==> config.mk <==
export PLATFORM = sky130hd
export DESIGN_NAME = dma_evt_router
export DESIGN_NICKNAME = d
export VERILOG_FILES = /design/src/rtl/dma_evt_pkg.sv /design/src/rtl/dma_evt_sev_decode.sv /design/src/rtl/dma_evt_wfe_match.sv /design/src/rtl/dma_evt_csr.sv /design/src/rtl/dma_evt_router.sv
export SDC_FILE = /design/constraint.sdc
export NUM_CORES = 1
export LEC_CHECK = 0
export BUFFER_PORTS_ARGS = -buffer_cell sky130_fd_sc_hd__buf_2
export CORE_ASPECT_RATIO = 0.75
export CORE_MARGIN = 2
export CORE_UTILIZATION = 50
export CTS_CLUSTER_SIZE = 12
export DETAILED_ROUTE_END_ITERATION = 10
export PLACE_DENSITY = 0.8
export SLEW_MARGIN = 20
export SYNTH_ARGS = -nofsm -noshare
export SYNTH_HDL_FRONTEND = slang
export SYNTH_SLANG_ARGS = --single-unit
==> constraint.sdc <==
create_clock -name clk -period 2 [get_ports clk]
set_input_delay 0.3 -clock clk [delete_from_list [all_inputs] [get_ports clk]]
set_output_delay 0.3 -clock clk [all_outputs]
set_load 0.05 [all_outputs]
==> src/rtl/dma_evt_pkg.sv <==
package dma_evt_pkg;

  typedef enum logic [2:0] {
    CSR_MODE = 3'd0,
    CSR_RAW  = 3'd1,
    CSR_IRQ  = 3'd2,
    CSR_CLR  = 3'd3,
    CSR_SEV  = 3'd4
  } csr_addr_e;

endpackage

==> src/rtl/dma_evt_sev_decode.sv <==
module dma_evt_sev_decode #(
  parameter int NUM_EVT = 8,
  parameter int NUM_THR = 4,
  parameter int NUM_W   = 4
) (
  input  logic [NUM_THR-1:0]       thr_sev_vld,
  input  logic [NUM_THR*NUM_W-1:0] thr_sev_num,
  input  logic                     cmd_vld,
  input  logic [NUM_W-1:0]         cmd_num,
  input  logic                     abort_req,
  output logic [NUM_EVT:0]         set_vec,
  output logic                     bad_num
);
  localparam int FULL    = 2 ** NUM_W;
  localparam int NUM_SRC = NUM_THR + 1;

  logic [NUM_SRC-1:0]           src_vld;
  logic [NUM_SRC-1:0][NUM_W-1:0] src_num;
  logic [NUM_SRC-1:0][FULL-1:0]  src_dec;
  logic [FULL-1:0]               set_full;

  assign src_vld[NUM_THR] = cmd_vld;
  assign src_num[NUM_THR] = cmd_num;

  genvar s;
  generate
    for (s = 0; s < NUM_THR; s++) begin : g_thr
      assign src_vld[s] = thr_sev_vld[s];
      assign src_num[s] = thr_sev_num[s*NUM_W +: NUM_W];
    end
    for (s = 0; s < NUM_SRC; s++) begin : g_dec
      assign src_dec[s] = src_vld[s] ? (FULL'(1) << src_num[s]) : '0;
    end
  endgenerate

  always_comb begin
    set_full = '0;
    for (int i = 0; i < NUM_SRC; i++) set_full = set_full | src_dec[i];
  end

  // only numbered resources are legal send targets; the abort slot has its own input
  assign bad_num = |set_full[FULL-1:NUM_EVT];
  assign set_vec = {abort_req, set_full[NUM_EVT-1:0]};
endmodule

==> src/rtl/dma_evt_wfe_match.sv <==
module dma_evt_wfe_match #(
  parameter int NUM_RES = 9,
  parameter int NUM_THR = 4,
  parameter int NUM_W   = 4
) (
  input  logic [NUM_THR-1:0]       wfe_req,
  input  logic [NUM_THR*NUM_W-1:0] wfe_num,
  input  logic [NUM_RES-1:0]       avail,
  output logic [NUM_THR-1:0]       hit,
  output logic [NUM_RES-1:0]       consume
);
  localparam int FULL = 2 ** NUM_W;

  logic [FULL-1:0] avail_x;
  assign avail_x = FULL'(avail);

  genvar t;
  generate
    for (t = 0; t < NUM_THR; t++) begin : g_thr
      assign hit[t] = wfe_req[t] & avail_x[wfe_num[t*NUM_W +: NUM_W]];
    end
  endgenerate

  always_comb begin
    consume = '0;
    for (int i = 0; i < NUM_THR; i++)
      for (int r = 0; r < NUM_RES; r++)
        if (hit[i] && wfe_num[i*NUM_W +: NUM_W] == NUM_W'(r)) consume[r] = 1'b1;
  end
endmodule

==> src/rtl/dma_evt_csr.sv <==
module dma_evt_csr
  import dma_evt_pkg::*;
#(
  parameter int NUM_RES = 9,
  parameter int NUM_W   = 4,
  parameter int DATA_W  = 32
) (
  input  logic               clk,
  input  logic               rst,
  input  logic               reg_wr,
  input  logic               reg_rd,
  input  logic [2:0]         reg_addr,
  input  logic [DATA_W-1:0]  reg_wdata,
  input  logic [NUM_RES-1:0] evt_q,
  input  logic [NUM_RES-1:0] irq_q,
  output logic [NUM_RES-1:0] en_mask,
  output logic [NUM_RES-1:0] clr_vec,
  output logic               cmd_vld,
  output logic [NUM_W-1:0]   cmd_num,
  output logic [DATA_W-1:0]  reg_rdata
);
  logic unused_wdata_hi;
  assign unused_wdata_hi = ^reg_wdata[DATA_W-1:NUM_RES];

  logic wr_mode, wr_clr;
  assign wr_mode = reg_wr && (reg_addr == CSR_MODE);
  assign wr_clr  = reg_wr && (reg_addr == CSR_CLR);
  assign cmd_vld = reg_wr && (reg_addr == CSR_SEV);
  assign cmd_num = reg_wdata[NUM_W-1:0];

  // clear reaches only resources currently in interrupt mode
  assign clr_vec = wr_clr ? (reg_wdata[NUM_RES-1:0] & en_mask) : '0;

  always_ff @(posedge clk) begin
    if (rst) en_mask <= '0;
    else if (wr_mode) en_mask <= reg_wdata[NUM_RES-1:0];
  end

  logic [NUM_RES-1:0] rd_sel;
  always_comb begin
    case (reg_addr)
      CSR_MODE: rd_sel = en_mask;
      CSR_RAW:  rd_sel = evt_q | irq_q;
      CSR_IRQ:  rd_sel = irq_q;
      default:  rd_sel = '0;
    endcase
  end

  always_ff @(posedge clk) begin
    if (rst) reg_rdata <= '0;
    else if (reg_rd) reg_rdata <= DATA_W'(rd_sel);
  end
endmodule

==> src/rtl/dma_evt_router.sv <==
module dma_evt_router #(
  parameter int NUM_EVT = 8,
  parameter int NUM_THR = 4,
  parameter int DATA_W  = 32,
  localparam int NUM_RES = NUM_EVT + 1,
  localparam int NUM_W   = $clog2(NUM_RES)
) (
  input  logic                     clk,
  input  logic                     rst,
  input  logic                     reg_wr,
  input  logic                     reg_rd,
  input  logic [2:0]               reg_addr,
  input  logic [DATA_W-1:0]        reg_wdata,
  output logic [DATA_W-1:0]        reg_rdata,
  input  logic [NUM_THR-1:0]       thr_sev_vld,
  input  logic [NUM_THR*NUM_W-1:0] thr_sev_num,
  input  logic [NUM_THR-1:0]       thr_wfe_req,
  input  logic [NUM_THR*NUM_W-1:0] thr_wfe_num,
  output logic [NUM_THR-1:0]       thr_wfe_done,
  input  logic                     abort_req,
  output logic [NUM_RES-1:0]       irq_o,
  output logic                     sev_err
);
  logic [NUM_RES-1:0] evt_q, irq_q, en_mask, clr_vec, set_vec, consume;
  logic [NUM_RES-1:0] set_evt, set_irq, avail;
  logic [NUM_THR-1:0] hit;
  logic               cmd_vld, bad_num;
  logic [NUM_W-1:0]   cmd_num;

  dma_evt_csr #(.NUM_RES(NUM_RES), .NUM_W(NUM_W), .DATA_W(DATA_W)) u_csr (
    .clk(clk), .rst(rst), .reg_wr(reg_wr), .reg_rd(reg_rd), .reg_addr(reg_addr),
    .reg_wdata(reg_wdata), .evt_q(evt_q), .irq_q(irq_q), .en_mask(en_mask),
    .clr_vec(clr_vec), .cmd_vld(cmd_vld), .cmd_num(cmd_num), .reg_rdata(reg_rdata)
  );

  dma_evt_sev_decode #(.NUM_EVT(NUM_EVT), .NUM_THR(NUM_THR), .NUM_W(NUM_W)) u_dec (
    .thr_sev_vld(thr_sev_vld), .thr_sev_num(thr_sev_num), .cmd_vld(cmd_vld),
    .cmd_num(cmd_num), .abort_req(abort_req), .set_vec(set_vec), .bad_num(bad_num)
  );

  // mode bits in force before this edge steer the request
  assign set_evt = set_vec & ~en_mask;
  assign set_irq = set_vec & en_mask;
  assign avail   = evt_q | set_evt;

  dma_evt_wfe_match #(.NUM_RES(NUM_RES), .NUM_THR(NUM_THR), .NUM_W(NUM_W)) u_wfe (
    .wfe_req(thr_wfe_req), .wfe_num(thr_wfe_num), .avail(avail),
    .hit(hit), .consume(consume)
  );

  always_ff @(posedge clk) begin
    if (rst) begin
      evt_q        <= '0;
      irq_q        <= '0;
      thr_wfe_done <= '0;
      sev_err      <= 1'b0;
    end else begin
      evt_q        <= avail & ~consume;
      irq_q        <= (irq_q & ~clr_vec) | set_irq;
      thr_wfe_done <= hit;
      sev_err      <= bad_num;
    end
  end

  assign irq_o = irq_q;
endmodule

==> qor.json <==
{
  "number_of_buffers_and_inverters_on_the_critical_path": 1,
  "power_density_cells_nw_per_um2": 522.5,
  "antennaDiodeCount": 0,
  "slew_violations": 0,
  "power_frac_comb": 0.332,
  "timing.clock.skew_ns": 0.002422,
  "critical_path.cell_chain": "inv_1 > o41ai_2 > o31ai_2 > a221oi_4 > and3_1 > o311a_1",
  "worst_setup_path_end_kind": "flip-flop",
  "post-route-cell-area_um2": 4079,
  "timing.hold.worst.class": "input port to flip-flop",
  "setup-tns-final_ns": 0,
  "grt_max_degree": 23,
  "floorplan.core_area_um2": 6287,
  "yosysTopAreaCellShare": 0.2527,
  "fmax_ghz": 0.5194,
  "final_period_minus_worst_setup_slack_ns": 1.925,
  "crit_path_start_kind": "flip-flop",
  "grt-ovfl-total": 0,
  "critPathMaxStageDelay_ns": 0.55,
  "initialDrtViolationCount": 370,
  "power_switching_share": 0.3719,
  "timing.reg2reg.setup_slack_ns": 0.07,
  "cell_type_contributing_the_most_total_cell_area_after_synthesis": "dfxtp_1",
  "antenna_found_initial": 0,
  "synth_top_cells_by_area": "dfxtp_1 25%, a21oi_1 5.5%, buf_4 5.5%",
  "wire_per_inst_um": 16.82,
  "worst_setup_slack_after_placement_ns": -0.1703,
  "first_global_vias": 3494,
  "run_status": "finished clean",
  "critical_path.reg2reg.startpoint": "evt_q[4]$_SDFF_PP0_",
  "synth.distinct_cells": 58,
  "detailed_place_hpwl_um": 8722,
  "grt_pass1_wl_um": 16990,
  "place.port_buffers": 79,
  "die-height_um": 73.80,
  "critical_path_required_ns": 2.20,
  "cp.arrival_ns": 2.12,
  "placedInstanceArea_um2": 3985,
  "post_cts_hold_buffer_count": 0,
  "power.share.clock": 0.265,
  "reg2regPathDepth": 6,
  "grt_total_usage": 0.2953,
  "drive_gt1_frac": 0.2896,
  "worst_slew_pin_slew_ns": 0.6361,
  "ys_dominant_reg_cell": "dfxtp_1",
  "synthArstFlopShare": 0,
  "cts_made_buffers": 5,
  "power_report.internal_total_w": 0.001339,
  "holdCritStartpoint": "reg_wdata[5]",
  "cts.htree.levels": 2,
  "synth-edff-count": 0,
  "static-leakage-power_nw": 1.721,
  "wl_um": 10710,
  "cts.clk_slew.worst_paths_ns": 0.09,
  "class_of_the_most_critical_setup_path": "flip-flop to flip-flop",
  "cts_tree": "yes",
  "worst_hold_path.endpoint": "u_csr.en_mask[5]$_SDFFE_PP0P_",
  "dp_cells": 629,
  "place.gp.congestion": 0.9486,
  "yosysMostFrequentCell": "nand2_1",
  "area_growth_from_synthesis_to_layout_pct": 25.58,
  "syn-instance-count": 435,
  "worst_r2r_endpoint": "thr_wfe_done[2]$_SDFF_PP0_",
  "cp_top_family": "compound AO/OA/AOI/OAI gates",
  "total_number_of_vias": 3876,
  "fin_cells": 637,
  "worstSkewPairLatency_ns": 0.30,
  "postSynthRegisterBits": 41,
  "yosysWarnings": 0,
  "seqPwrFrac": 0.403,
  "num-nets-final": 635,
  "timing.final.crit_share": 0.9627,
  "total_power_w": 0.002131,
  "rsz0062_at_grt": "no",
  "power_switching_w": 0.0007926,
  "timing_hold_violations_final": 0,
  "ant_nets": 0,
  "avgSynthCellArea_um2": 7.467,
  "setup_viol": 0,
  "path_max_fanout": 5,
  "synth_seq_area_share": 0.2527,
  "vias_per_cell": 6.085,
  "max_cap_violations": 0,
  "fp-row-count": 25,
  "drt_pass1_iterations": 7,
  "cts-root-to-sink-buffers": 2,
  "worstHoldPathCells": 3,
  "drc_errors": 0,
  "initial_utilization": 0.5166,
  "max-slew-margin-rel": 0.5734,
  "cts.root.buffer_cell": "clkbuf_8",
  "least_setup_slack_across_all_paths_after_layout_ns": 0.07461,
  "fp.dieArea_um2": 7163,
  "io-pin-count": 126,
  "syn-cell-area_um2": 3248,
  "numClockSinks": 41,
  "vdd.ir_drop.worst_uv": 331.2,
  "post_synth_top_cells": "47 x nand2_1, 41 x dfxtp_1, 36 x a21oi_1",
  "fill_cells": 594,
  "timing.critical_path.slowest_stage_cell": "o31ai_2",
  "die_w_um": 97.07
}
## cell type report
type | count | area [um^2] | share of cell area
repair buffers | 134 | 808.3 | 0.1982
multi-input cells | 351 | 2180 | 0.5344
inverters | 22 | 82.58 | 0.02025
flip-flops and latches | 41 | 820.8 | 0.2012
clock inverters | 3 | 17.52 | 0.004294
clock buffers | 5 | 68.82 | 0.01687
well taps | 81 | 101.3 | 0.02485
## cell families after synthesis
family,Yosys count,share of synthesized area
simple gates,194,0.3336
compound gates,132,0.3024
buf+inv,65,0.1040
flops,41,0.2527
mux,2,0.006164
other cells,1,0.001155
## repair_timing
action / in CTS / in global routing
buffers inserted: 0 / 0
setup endpoints to repair: 0 / 1
resized for setup: 0 / 1
## routing by layer
| metal | track usage | vias up | part of all wire |
|---|---|---|---|
| li1 | - | 1835 | - |
| met5 | 0 | - | 0 |
| met1 | 0.3820 | 1790 | 0.44 |
| met2 | 0.5008 | 229 | 0.45 |
| met3 | 0.06375 | 22 | 0.091 |
| met4 | 0.08920 | 0 | 0.018 |
## stage by stage
stage	util	hold slack, ns
floorplan	-	0.3854
finish	0.6488	0.2391
global route	0.6488	0.2544
global placement	0.6338	0.4541
detailed placement	0.6338	0.4554
CTS	0.6476	0.2409
## placed cells by master, fill, tap and decap left out, types with 5 or more instances in the layout
| cell type | count |
|---|---|
| o221ai_1 | 9 |
| o21ai_0 | 5 |
| buf_4 | 55 |
| nor2_1 | 29 |
| nor4_1 | 5 |
| o31ai_1 | 7 |
| nor2b_1 | 13 |
| a31oi_1 | 5 |
| nor3b_1 | 8 |
| nand2b_1 | 20 |
| nand3b_1 | 10 |
| nand4_1 | 8 |
| o41ai_1 | 5 |
| buf_2 | 79 |
| nand3_1 | 16 |
| a21oi_1 | 36 |
| conb_1 | 23 |
| inv_1 | 22 |
| o22ai_1 | 14 |
| dfxtp_1 | 41 |
| nor3_1 | 14 |
| a22oi_1 | 14 |
| nand2_1 | 47 |
| clkbuf_8 | 5 |
## state kept, by name, summed over array words and instances (netlist names)
register	cells
evt_q	9
irq_o	9
u_csr.en_mask	9
u_csr.reg_rdata	9
thr_wfe_done	4
sev_err	1
## worst reg2reg max path: cells and delay by family, from the launching register on
family | cells | cell delay [ns]
flops | 1 | 0.31
compound gates | 4 | 1.16
simple gates | 1 | 0.22
buf+inv | 1 | 0.13
## worst max-delay path by stage
stage	from	endpoint	slack (ns)	cells past startpoint
2_1_floorplan	reg_addr[2]	thr_wfe_done[0]$_SDFF_PP0_	0.15	7
3_3_place_gp	thr_sev_vld[2]	thr_wfe_done[2]$_SDFF_PP0_	-0.13	7
3_5_place_dp	reg_addr[0]	evt_q[7]$_SDFF_PP0_	-0.17	7
4_1_cts	evt_q[4]$_SDFF_PP0_	thr_wfe_done[2]$_SDFF_PP0_	0.11	6
5_1_grt	thr_sev_vld[0]	evt_q[0]$_SDFF_PP0_	0.005	9
6_report	evt_q[4]$_SDFF_PP0_	thr_wfe_done[2]$_SDFF_PP0_	0.07	6
## power groups by stage
stage / sequential (W) / combinational, W / clock (W)
floorplan: 0.000910 / 0.000426 / 0
global placement: 0.000876 / 0.000681 / 0
detailed placement: 0.000877 / 0.000690 / 0
CTS: 0.000858 / 0.000693 / 0.000568
global route: 0.000861 / 0.000756 / 0.000600
finish: 0.000858 / 0.000708 / 0.000565
Power figures use the tool's default switching activity.
